===== src/rtl/ucseq_pkg.sv =====
package ucseq_pkg;
  typedef enum logic [1:0] {
    SQ_NEXT     = 2'd0,
    SQ_JUMP     = 2'd1,
    SQ_DISPATCH = 2'd2,
    SQ_COND     = 2'd3
  } seq_mode_e;

  typedef enum logic [1:0] {
    CS_ZERO  = 2'd0,
    CS_CARRY = 2'd1,
    CS_NEG   = 2'd2,
    CS_READY = 2'd3
  } cond_sel_e;

  localparam int MODE_LSB = 0;
  localparam int CSEL_LSB = 2;
  localparam int TGT_LSB  = 4;
endpackage


===== src/rtl/ucs_cond_sel.sv =====
module ucs_cond_sel
  import ucseq_pkg::*;
(
  input  cond_sel_e csel,
  input  logic      flag_zero,
  input  logic      flag_carry,
  input  logic      flag_neg,
  input  logic      mem_ready,
  output logic      cond_hit,
  output logic      wait_sel
);
  always_comb begin
    wait_sel = 1'b0;
    unique case (csel)
      CS_ZERO:  cond_hit = flag_zero;
      CS_CARRY: cond_hit = flag_carry;
      CS_NEG:   cond_hit = flag_neg;
      default: begin
        cond_hit = mem_ready;
        wait_sel = 1'b1;
      end
    endcase
  end
endmodule


===== src/rtl/ucs_next_addr.sv =====
module ucs_next_addr
  import ucseq_pkg::*;
#(
  parameter int ADDR_W    = 6,
  parameter int OP_W      = 4,
  parameter int DISP_BASE = 32
) (
  input  seq_mode_e         mode,
  input  logic [ADDR_W-1:0] tgt,
  input  logic [ADDR_W-1:0] upc,
  input  logic [OP_W-1:0]   opcode,
  input  logic              cond_hit,
  input  logic              wait_sel,
  output logic [ADDR_W-1:0] nxt
);
  localparam logic [ADDR_W-1:0] BASE = ADDR_W'(DISP_BASE);
  localparam logic [ADDR_W-1:0] ONE  = ADDR_W'(1);

  logic [ADDR_W-1:0] disp_addr;
  logic [ADDR_W-1:0] cond_addr;

  assign disp_addr = BASE | ADDR_W'(opcode);

  always_comb begin
    if (wait_sel) cond_addr = cond_hit ? tgt : upc;
    else          cond_addr = cond_hit ? (tgt | ONE) : tgt;
  end

  always_comb begin
    unique case (mode)
      SQ_NEXT:     nxt = upc + ONE;
      SQ_JUMP:     nxt = tgt;
      SQ_DISPATCH: nxt = disp_addr;
      default:     nxt = cond_addr;
    endcase
  end
endmodule


===== src/rtl/ucs_store.sv =====
module ucs_store #(
  parameter int ADDR_W = 6,
  parameter int CTRL_W = 16,
  parameter int WORD_W = 26
) (
  input  logic              clk,
  input  logic              rst_n,
  input  logic              wr_en,
  input  logic [ADDR_W-1:0] wr_addr,
  input  logic [WORD_W-1:0] wr_data,
  input  logic [ADDR_W-1:0] rd_addr,
  output logic [WORD_W-1:0] rd_data
);
  localparam int DEPTH    = 1 << ADDR_W;
  localparam int CTRL_LSB = WORD_W - CTRL_W;

  logic [WORD_W-1:0] mem [DEPTH];

  // Boot image: control field carries the address, mode is next-sequential.
  function automatic logic [WORD_W-1:0] boot_word(input int a);
    logic [WORD_W-1:0] w;
    w = '0;
    w[CTRL_LSB +: CTRL_W] = CTRL_W'(a);
    return w;
  endfunction

  always_ff @(posedge clk or negedge rst_n) begin
    if (!rst_n) begin
      for (int i = 0; i < DEPTH; i++) mem[i] <= boot_word(i);
    end else if (wr_en) begin
      mem[wr_addr] <= wr_data;
    end
  end

  // Same-edge write to the address being fetched is forwarded.
  assign rd_data = (wr_en && (wr_addr == rd_addr)) ? wr_data : mem[rd_addr];

  assert_store_write_R9: assert property (@(posedge clk) disable iff (!rst_n)
    wr_en |=> mem[$past(wr_addr)] == $past(wr_data));
endmodule


===== src/rtl/ucode_sequencer.sv =====
module ucode_sequencer
  import ucseq_pkg::*;
#(
  parameter int ADDR_W    = 6,
  parameter int CTRL_W    = 16,
  parameter int OP_W      = 4,
  parameter int DISP_BASE = 32
) (
  input  logic                                 clk,
  input  logic                                 rst_n,
  input  logic [OP_W-1:0]                      opcode,
  input  logic                                 flag_zero,
  input  logic                                 flag_carry,
  input  logic                                 flag_neg,
  input  logic                                 mem_ready,
  input  logic                                 wr_en,
  input  logic [ADDR_W-1:0]                    wr_addr,
  input  logic [TGT_LSB+ADDR_W+CTRL_W-1:0]     wr_data,
  output logic [ADDR_W-1:0]                    upc_out,
  output logic [CTRL_W-1:0]                    ctrl_out
);
  localparam int WORD_W   = TGT_LSB + ADDR_W + CTRL_W;
  localparam int CTRL_LSB = TGT_LSB + ADDR_W;
  localparam logic [ADDR_W-1:0] BASE = ADDR_W'(DISP_BASE);

  logic [ADDR_W-1:0] upc_q;
  logic [WORD_W-1:0] uinst_q;
  logic [WORD_W-1:0] fetch_word;
  logic [ADDR_W-1:0] nxt;
  logic              cond_hit;
  logic              wait_sel;

  seq_mode_e         mode;
  cond_sel_e         csel;
  logic [ADDR_W-1:0] tgt;

  assign mode = seq_mode_e'(uinst_q[MODE_LSB +: 2]);
  assign csel = cond_sel_e'(uinst_q[CSEL_LSB +: 2]);
  assign tgt  = uinst_q[TGT_LSB +: ADDR_W];

  ucs_cond_sel u_cond (
    .csel      (csel),
    .flag_zero (flag_zero),
    .flag_carry(flag_carry),
    .flag_neg  (flag_neg),
    .mem_ready (mem_ready),
    .cond_hit  (cond_hit),
    .wait_sel  (wait_sel)
  );

  ucs_next_addr #(
    .ADDR_W   (ADDR_W),
    .OP_W     (OP_W),
    .DISP_BASE(DISP_BASE)
  ) u_next (
    .mode    (mode),
    .tgt     (tgt),
    .upc     (upc_q),
    .opcode  (opcode),
    .cond_hit(cond_hit),
    .wait_sel(wait_sel),
    .nxt     (nxt)
  );

  ucs_store #(
    .ADDR_W(ADDR_W),
    .CTRL_W(CTRL_W),
    .WORD_W(WORD_W)
  ) u_store (
    .clk    (clk),
    .rst_n  (rst_n),
    .wr_en  (wr_en),
    .wr_addr(wr_addr),
    .wr_data(wr_data),
    .rd_addr(nxt),
    .rd_data(fetch_word)
  );

  // Microaddress and microinstruction register together; boot word 0 is all zero.
  always_ff @(posedge clk or negedge rst_n) begin
    if (!rst_n) begin
      upc_q   <= '0;
      uinst_q <= '0;
    end else begin
      upc_q   <= nxt;
      uinst_q <= fetch_word;
    end
  end

  assign upc_out  = upc_q;
  assign ctrl_out = uinst_q[CTRL_LSB +: CTRL_W];

  assert_seq_step_R3: assert property (@(posedge clk) disable iff (!rst_n)
    (mode == SQ_NEXT) |=> upc_q == $past(upc_q) + ADDR_W'(1));

  assert_jump_tgt_R4: assert property (@(posedge clk) disable iff (!rst_n)
    (mode == SQ_JUMP) |=> upc_q == $past(tgt));

  assert_dispatch_slot_R5: assert property (@(posedge clk) disable iff (!rst_n)
    (mode == SQ_DISPATCH) |=> upc_q == (BASE | ADDR_W'($past(opcode))));

  assert_flag_branch_R6: assert property (@(posedge clk) disable iff (!rst_n)
    (mode == SQ_COND && csel != CS_READY) |=> upc_q[ADDR_W-1:1] == $past(tgt[ADDR_W-1:1]));

  assert_mem_wait_R7: assert property (@(posedge clk) disable iff (!rst_n)
    (mode == SQ_COND && csel == CS_READY && !mem_ready) |=>
      (upc_q == $past(upc_q)));

  assert_patch_in_wait_R10: assert property (@(posedge clk) disable iff (!rst_n)
    (mode == SQ_COND && csel == CS_READY && !mem_ready && wr_en && wr_addr == upc_q) |=>
      uinst_q == $past(wr_data));
endmodule


===== config.mk =====
export PLATFORM = sky130hd
export DESIGN_NAME = ucode_sequencer
export DESIGN_NICKNAME = d
export VERILOG_FILES = /design/src/rtl/ucseq_pkg.sv /design/src/rtl/ucs_cond_sel.sv /design/src/rtl/ucs_next_addr.sv /design/src/rtl/ucs_store.sv /design/src/rtl/ucode_sequencer.sv
export SDC_FILE = /design/constraint.sdc
export NUM_CORES = 2
export LEC_CHECK = 0
export BUFFER_PORTS_ARGS = -buffer_cell sky130_fd_sc_hd__buf_2
export CORE_UTILIZATION = 50
export CTS_CLUSTER_SIZE = 12
export DETAILED_ROUTE_END_ITERATION = 10
export GPL_TIMING_DRIVEN = 0
export HOLD_SLACK_MARGIN = 0.08
export PLACE_DENSITY = 0.65
export RECOVER_POWER = 50
export REMOVE_ABC_BUFFERS = 1
export SLEW_MARGIN = 20
export SYNTH_ARGS = -nofsm -noshare
export SYNTH_HDL_FRONTEND = slang
export SYNTH_SLANG_ARGS = --single-unit

===== constraint.sdc =====
create_clock -name clk -period 3.15 [get_ports clk]
set_input_delay 0.4725 -clock clk [delete_from_list [all_inputs] [get_ports clk]]
set_output_delay 0.4725 -clock clk [all_outputs]
set_load 0.01 [all_outputs]

Word level (Yosys, flattened, before mapping)
Cells that the tools add are included.
{ "op_classes": {"n_addsub": 1, "order_cmp": 3, "eq_ne": 5, "muxes": 12, "bitwise": 2, "reduce_logical": 5} }
{ "op_table": {"columns": ["operator", "count"], "rows": [
  ["$bwmux W1664", 1],
  ["$bmux W26 S6", 1],
  ["$demux W26 S6", 1],
  ["$mux W26", 4],
  ["$pmux W6 S3", 1],
  ["$ge A7 B7 Y1 const B", 2],
  ["$not A6 Y7", 2],
  ["$mux W6", 2],
  ["$lt A7 B1 Y1 const B", 1],
  ["$add A6 B1 Y6 const B", 1],
  ["$eq A6 B6 Y1", 1],
  ["$eq A2 B1 Y1 const B", 2],
  ["$eq A2 B2 Y1 const B", 2],
  ["$logic_not A2 Y1", 2],
  ["$pmux W1 S3", 1],
  ["$reduce_or A3 Y1", 1],
  ["$logic_and A1 B1 Y1", 2],
  ["$mux W1", 1]
]} }
{ "word_totals": {"register_bits": 1696, "inputBits": 43, "output_inout_bits": 22, "word_cells": 94} }

Depth between registers and ports, before layout
{ "depth": {"word_depth": 10, "mapped_depth": 15, "depth_no_buf": 11} }

Modules after synthesis
Synthesis repeated with hierarchy kept, for this count alone.
{ "hier_totals": {"cells_unflattened": 5360, "hier_area_um2": 78328.9} }
{ "by_module_without_submodules": {"columns": ["mod", "instances", "cells_each", "area_per_inst_um2", "seq_area_each_um2"], "rows": [
  ["ucs_store", 1, 5270, 77098.9, 41880.2],
  ["ucode_sequencer", 1, 48, 920.9, 800.8],
  ["ucs_next_addr", 1, 40, 279.0, 0.0],
  ["ucs_cond_sel", 1, 2, 30.0, 0.0]
]} }

Worst setup path after synthesis
Ideal clock, no wire load.
{ "synth_path": {"path_kind": "in2reg", "from": "input port mem_ready", "to": "register uinst_q[12]", "setup_time_ps": 131, "arrival_time_ps": 2584, "required_ps": 3019, "path_slack_ps": 435, "cell_stages": 10, "n_path_buf": 2, "path_cell_list": "nand3b_4 -> mux2_1 -> o21ai_4 -> buf_4 -> buf_2 -> mux4_2 -> a22oi_1 -> nand2_1 -> a22oi_1 -> nand3_1"} }
{ "synth_between": {"elab_chain_cells": 9, "elab_cells_between_ends": 12, "classes_between": "eq/ne (1); mux (9); bitwise (1); reduce/logical (1)"} }
{ "synth_lines": {"columns": ["item", "line_no", "source"], "rows": [
  ["start, declared", "ucode_sequencer.sv:15", "input logic mem_ready,"],
  ["$pmux W1 S3 (*)", "ucs_cond_sel.sv:14", "unique case (csel)"],
  ["$mux W6 / $mux W1 (equally long branches)", "ucs_next_addr.sv:25, ucs_next_addr.sv:26", null],
  ["$mux W6 (*)", "ucs_next_addr.sv:25", "if (wait_sel) cond_addr = cond_hit ? tgt : upc;"],
  ["$pmux W6 S3 (*)", "ucs_next_addr.sv:30", "unique case (mode)"],
  ["$not A6 Y7 (implied by the code)", "ucs_store.sv:36", "assign rd_data = (wr_en && (wr_addr == rd_addr)) ? wr_data : mem[rd_addr];"],
  ["$bmux W26 S6", "ucs_store.sv:36", null],
  ["$mux W26 (implied by the code) (2 in a row)", "ucs_store.sv:36", null],
  ["$mux W26 (*)", "ucs_store.sv:36", null],
  ["via fetch_word[12]", "ucode_sequencer.sv:28", "logic [WORD_W-1:0] fetch_word;"],
  ["end signal, assigned", "ucode_sequencer.sv:86", "uinst_q <= fetch_word;"],
  ["end, declared", "ucode_sequencer.sv:27", "logic [WORD_W-1:0] uinst_q;"]
]} }
The timed path passes the listed nets; every way through them passes the cells marked *. The select of a mux whose other input is x is not followed.
A chain may end at the register's enable or synchronous reset.

Worst setup path after layout
{ "layout_path": {"from": "register uinst_q[0]", "to": "register uinst_q[15]"} }
{ "layout_between": {"elab_chain_cells": 7, "elab_cells_between_ends": 11, "classes_between": "eq/ne (3); mux (5); bitwise (1); reduce/logical (2)"} }
{ "layout_lines": {"columns": ["item", "line_no"], "rows": [
  ["$eq A2 B2 Y1, or another cell as far along", "ucs_next_addr.sv:30"],
  ["$pmux W6 S3 (*)", "ucs_next_addr.sv:30"],
  ["$not A6 Y7 (implied by the code)", "ucs_store.sv:36"],
  ["$bmux W26 S6", "ucs_store.sv:36"],
  ["$mux W26 (implied by the code) (2 in a row)", "ucs_store.sv:36"],
  ["$mux W26 (*)", "ucs_store.sv:36"],
  ["via fetch_word[15]", "ucode_sequencer.sv:28"]
]} }
Marked as above.

==> metrics.txt <==
Max Fclk=261 MHz; synthesized area=0.0781 mm2; critical path fanouts, max=18; first-pass GRT wire length=358 mm; Die Span Y=397 um; antenna violations before repair=19; crit share post-route=122%; Die X=397 um; CTS H-tree depth=4; Placed Cells=7847; Hold EP=u_store.mem[355]$_DFFE_PN0P_; Setup CP Type=flip-flop to flip-flop; Post-Synthesis Cells=6161; capturing point of the worst reg2reg path=uinst_q[15]$_DFF_PN0_; RSZ-0062 raised after global routing=yes; largest net degree at the start of global routing=141; placed cell area=0.0829 mm2; Hold Startpoint=wr_data[17]; Worst EP required=3.72 ns; Reg clk slew, reported paths=0.06 ns; worst-skew pair later-pin latency=0.82 ns; Finished Layout Cells=8368; min cycle time layout=3.83 ns; Power Density=1060 mW/mm2; outcome=finished, violations left; Max clock buf depth=3; root buffer cell=clkbuf_16; Crit path arrival time=4.41 ns; Die ar.=0.158 mm2; Layout area overhead=18.1%; initial core utilization=50.5%; Leak=41.8 nW; residual DRC count=0; nets=6209; Worst Setup End Kind=flip-flop; I/O Pins=65; Congestion Overflow GR=0; worst slew pin tran=1.16 ns; Final Slew Violations=0; maximum vdd drop=0.00106 V; max_cap viols=0; Async SR Flop Fraction=100%; Final setup viols=26; Final Hold Viols=0; ys flop type=dfrtp_1; row cnt=144; sequential share of the synthesized area=54.7%; worst clock skew=0.0251 ns; design area=0.0922 mm2; Initial DRT Pass Iterations=5; R2R cell count=15; setup ws final=-0.682 ns; R2R Setup Slk=-0.68 ns; Total GRT Usage=30.6%; final wirelength=242 mm; CTS Buf Count=179; Final Wtd Congestion=0.826; worst hold-check path type=primary input to flip-flop; DR vias/cell=6.26; pre-CTS setup slack=-3.04 ns; violated checks=setup timing; share of cells above drive strength 1=47.1%; vias in the first global route=53217; Synth cell types=68; Avg WL per Cell=28.9 um; slew margin rel.=22.3%; Initial DRC Count=5150; Routed Antenna Nets=0; Yosys reg bits=1696; commonest non-fill, non-tap cells in the layout=1664 x mux2_2, 1500 x dfrtp_1, 961 x nand2_1, 415 x nand3_1, 196 x mux4_2; Hold Path Stages=2; CTS tree=yes; port bufs=64; most common cell after layout, fill and taps aside=mux2_2; worst r2r src=uinst_q[0]$_DFF_PN0_; Core Region=0.155 mm2; via count=52421; Post-synth EDFFs=0; clk sinks=1696; Post-Syn Area per Cell=12.7 um2; Power Total=0.0982 W; Startpoint Class=flip-flop; Detailed Place HPWL=133 mm; fin util=59.6%; YS warnings=0
[how the worst max path moves through the flow]
| stage | start | slack (ns) | endpoint | cells past startpoint |
|---|---|---|---|---|
| 2_1_floorplan | mem_ready | -11.01 | uinst_q[6]$_DFF_PN0_ | 10 |
| 6_report | uinst_q[0]$_DFF_PN0_ | -0.68 | uinst_q[15]$_DFF_PN0_ | 15 |
| 3_5_place_dp | uinst_q[0]$_DFF_PN0_ | -3.04 | uinst_q[17]$_DFF_PN0_ | 14 |
| 5_1_grt | uinst_q[2]$_DFF_PN0_ | -0.64 | uinst_q[15]$_DFF_PN0_ | 17 |
| 3_3_place_gp | rst_n | -35.77 | u_store.mem[895]$_DFFE_PN0P_ | 1 |
| 4_1_cts | uinst_q[2]$_DFF_PN0_ | -0.54 | uinst_q[11]$_DFF_PN0_ | 17 |
[sequential cells by signal, indices dropped and copies added, names as in the netlist]
signal,count
u_store.mem,1664
uinst_q,26
upc_out,6
[layout make-up]
class                      count  area [um2]
antenna                        8        20.0
tap                         2044        2560
inverter                       8        73.8
clock buffer                 297        5320
multi-input combinational   3896       34800
fill                       11893       62400
sequential                  1696       42700
timing repair inverter         5        43.8
timing repair buffer         379        6270
clock inverter                35         395
[cell usage after synthesis, drive strengths merged, types with 2 or more instances]
library cell,instances,area [um2]
and2,7,43.8
o2111ai,2,17.5
a41o,2,20.0
nor3,29,161
a22oi,69,518
nor3b,2,20.0
nand4,5,31.3
a211o,4,35.0
and3,11,68.8
clkbuf,427,1600
a21oi,122,611
nor4,27,175
buf,140,773
a31oi,28,175
a211oi,6,45.0
dfstp,192,5040
nand3,450,2250
nand2,1003,3770
o21ai,30,165
nand3b,8,72.6
dfrtp,1504,37600
xnor2,5,43.8
or3,4,25.0
o211ai,27,203
mux4,196,4410
a2bb2oi,2,17.5
nor2b,6,37.5
inv,8,30.0
mux2,1667,18800
a32oi,6,52.6
a22o,23,201
mux2i,39,390
xor2,3,26.3
o22ai,25,156
nor2,65,251
[through the flow]
stage | hold WS, ns | setup TNS [ns]
5_1_grt | 0.168 | -13.01
4_1_cts | 0.126 | -9.65
6_report | 0.171 | -13.19
2_1_floorplan | 0.177 | -295.32
3_5_place_dp | 0.488 | -103.57
3_3_place_gp | 0.480 | -
[layer usage]
layer  global-route usage, %  share of wire (%)
met1                    43.5                 43
met2                    45.6                 45
met3                    6.85                8.4
met4                    12.6                4.3
met5                       0              0.035
[where the power goes]
part	switching (W)	internal, W	total [W]
combinational	0.0308	0.0200	0.0508
sequential	0.00162	0.0251	0.0267
clock	0.00877	0.0119	0.0207
total	0.0412	0.0570	0.0982
[logic make-up (layout without fill, tap and decap cells)]
logic type | count (synthesis) | in the layout | share of synthesized area [%]
and+or+nand+nor | 1622 | 1627 | 8.90
other | 0 | 8 | 0
xor gates and xnor gates | 8 | 8 | 0.0898
AOI/OAI and AO/OA | 357 | 358 | 3.04
DFF | 1696 | 1696 | 54.7
buffers and inverters | 575 | 724 | 3.08
adders and majority gates | 1 | 1 | 0.0160
muxes | 1902 | 1902 | 30.2
[what timing repair did]
item / CTS / global route
setup buffers: 105 / 37
gates resized for setup: 242 / 49
endpoints found under the setup margin: 26 / 151
hold endpoints to repair: 131 / 0
gates cloned: 36 / 6
pin swaps: 110 / 61
hold buffers: 3 / 0
[worst max-delay path: stages (launching register included)]
cell      delay, ns
dfrtp_4        0.53
buf_4          0.17
or2_4          0.25
o221a_4        0.28
nand2_8        0.09
buf_16         0.13
inv_16         0.07
buf_16         0.17
xnor2_4        0.18
o211ai_1       0.21
nor4_4         0.29
buf_6          0.19
nor3_4         0.05
buf_8          0.15
o211ai_1       0.44
nand3_2        0.35
No activity file was read; power rests on OpenSTA's default activity.
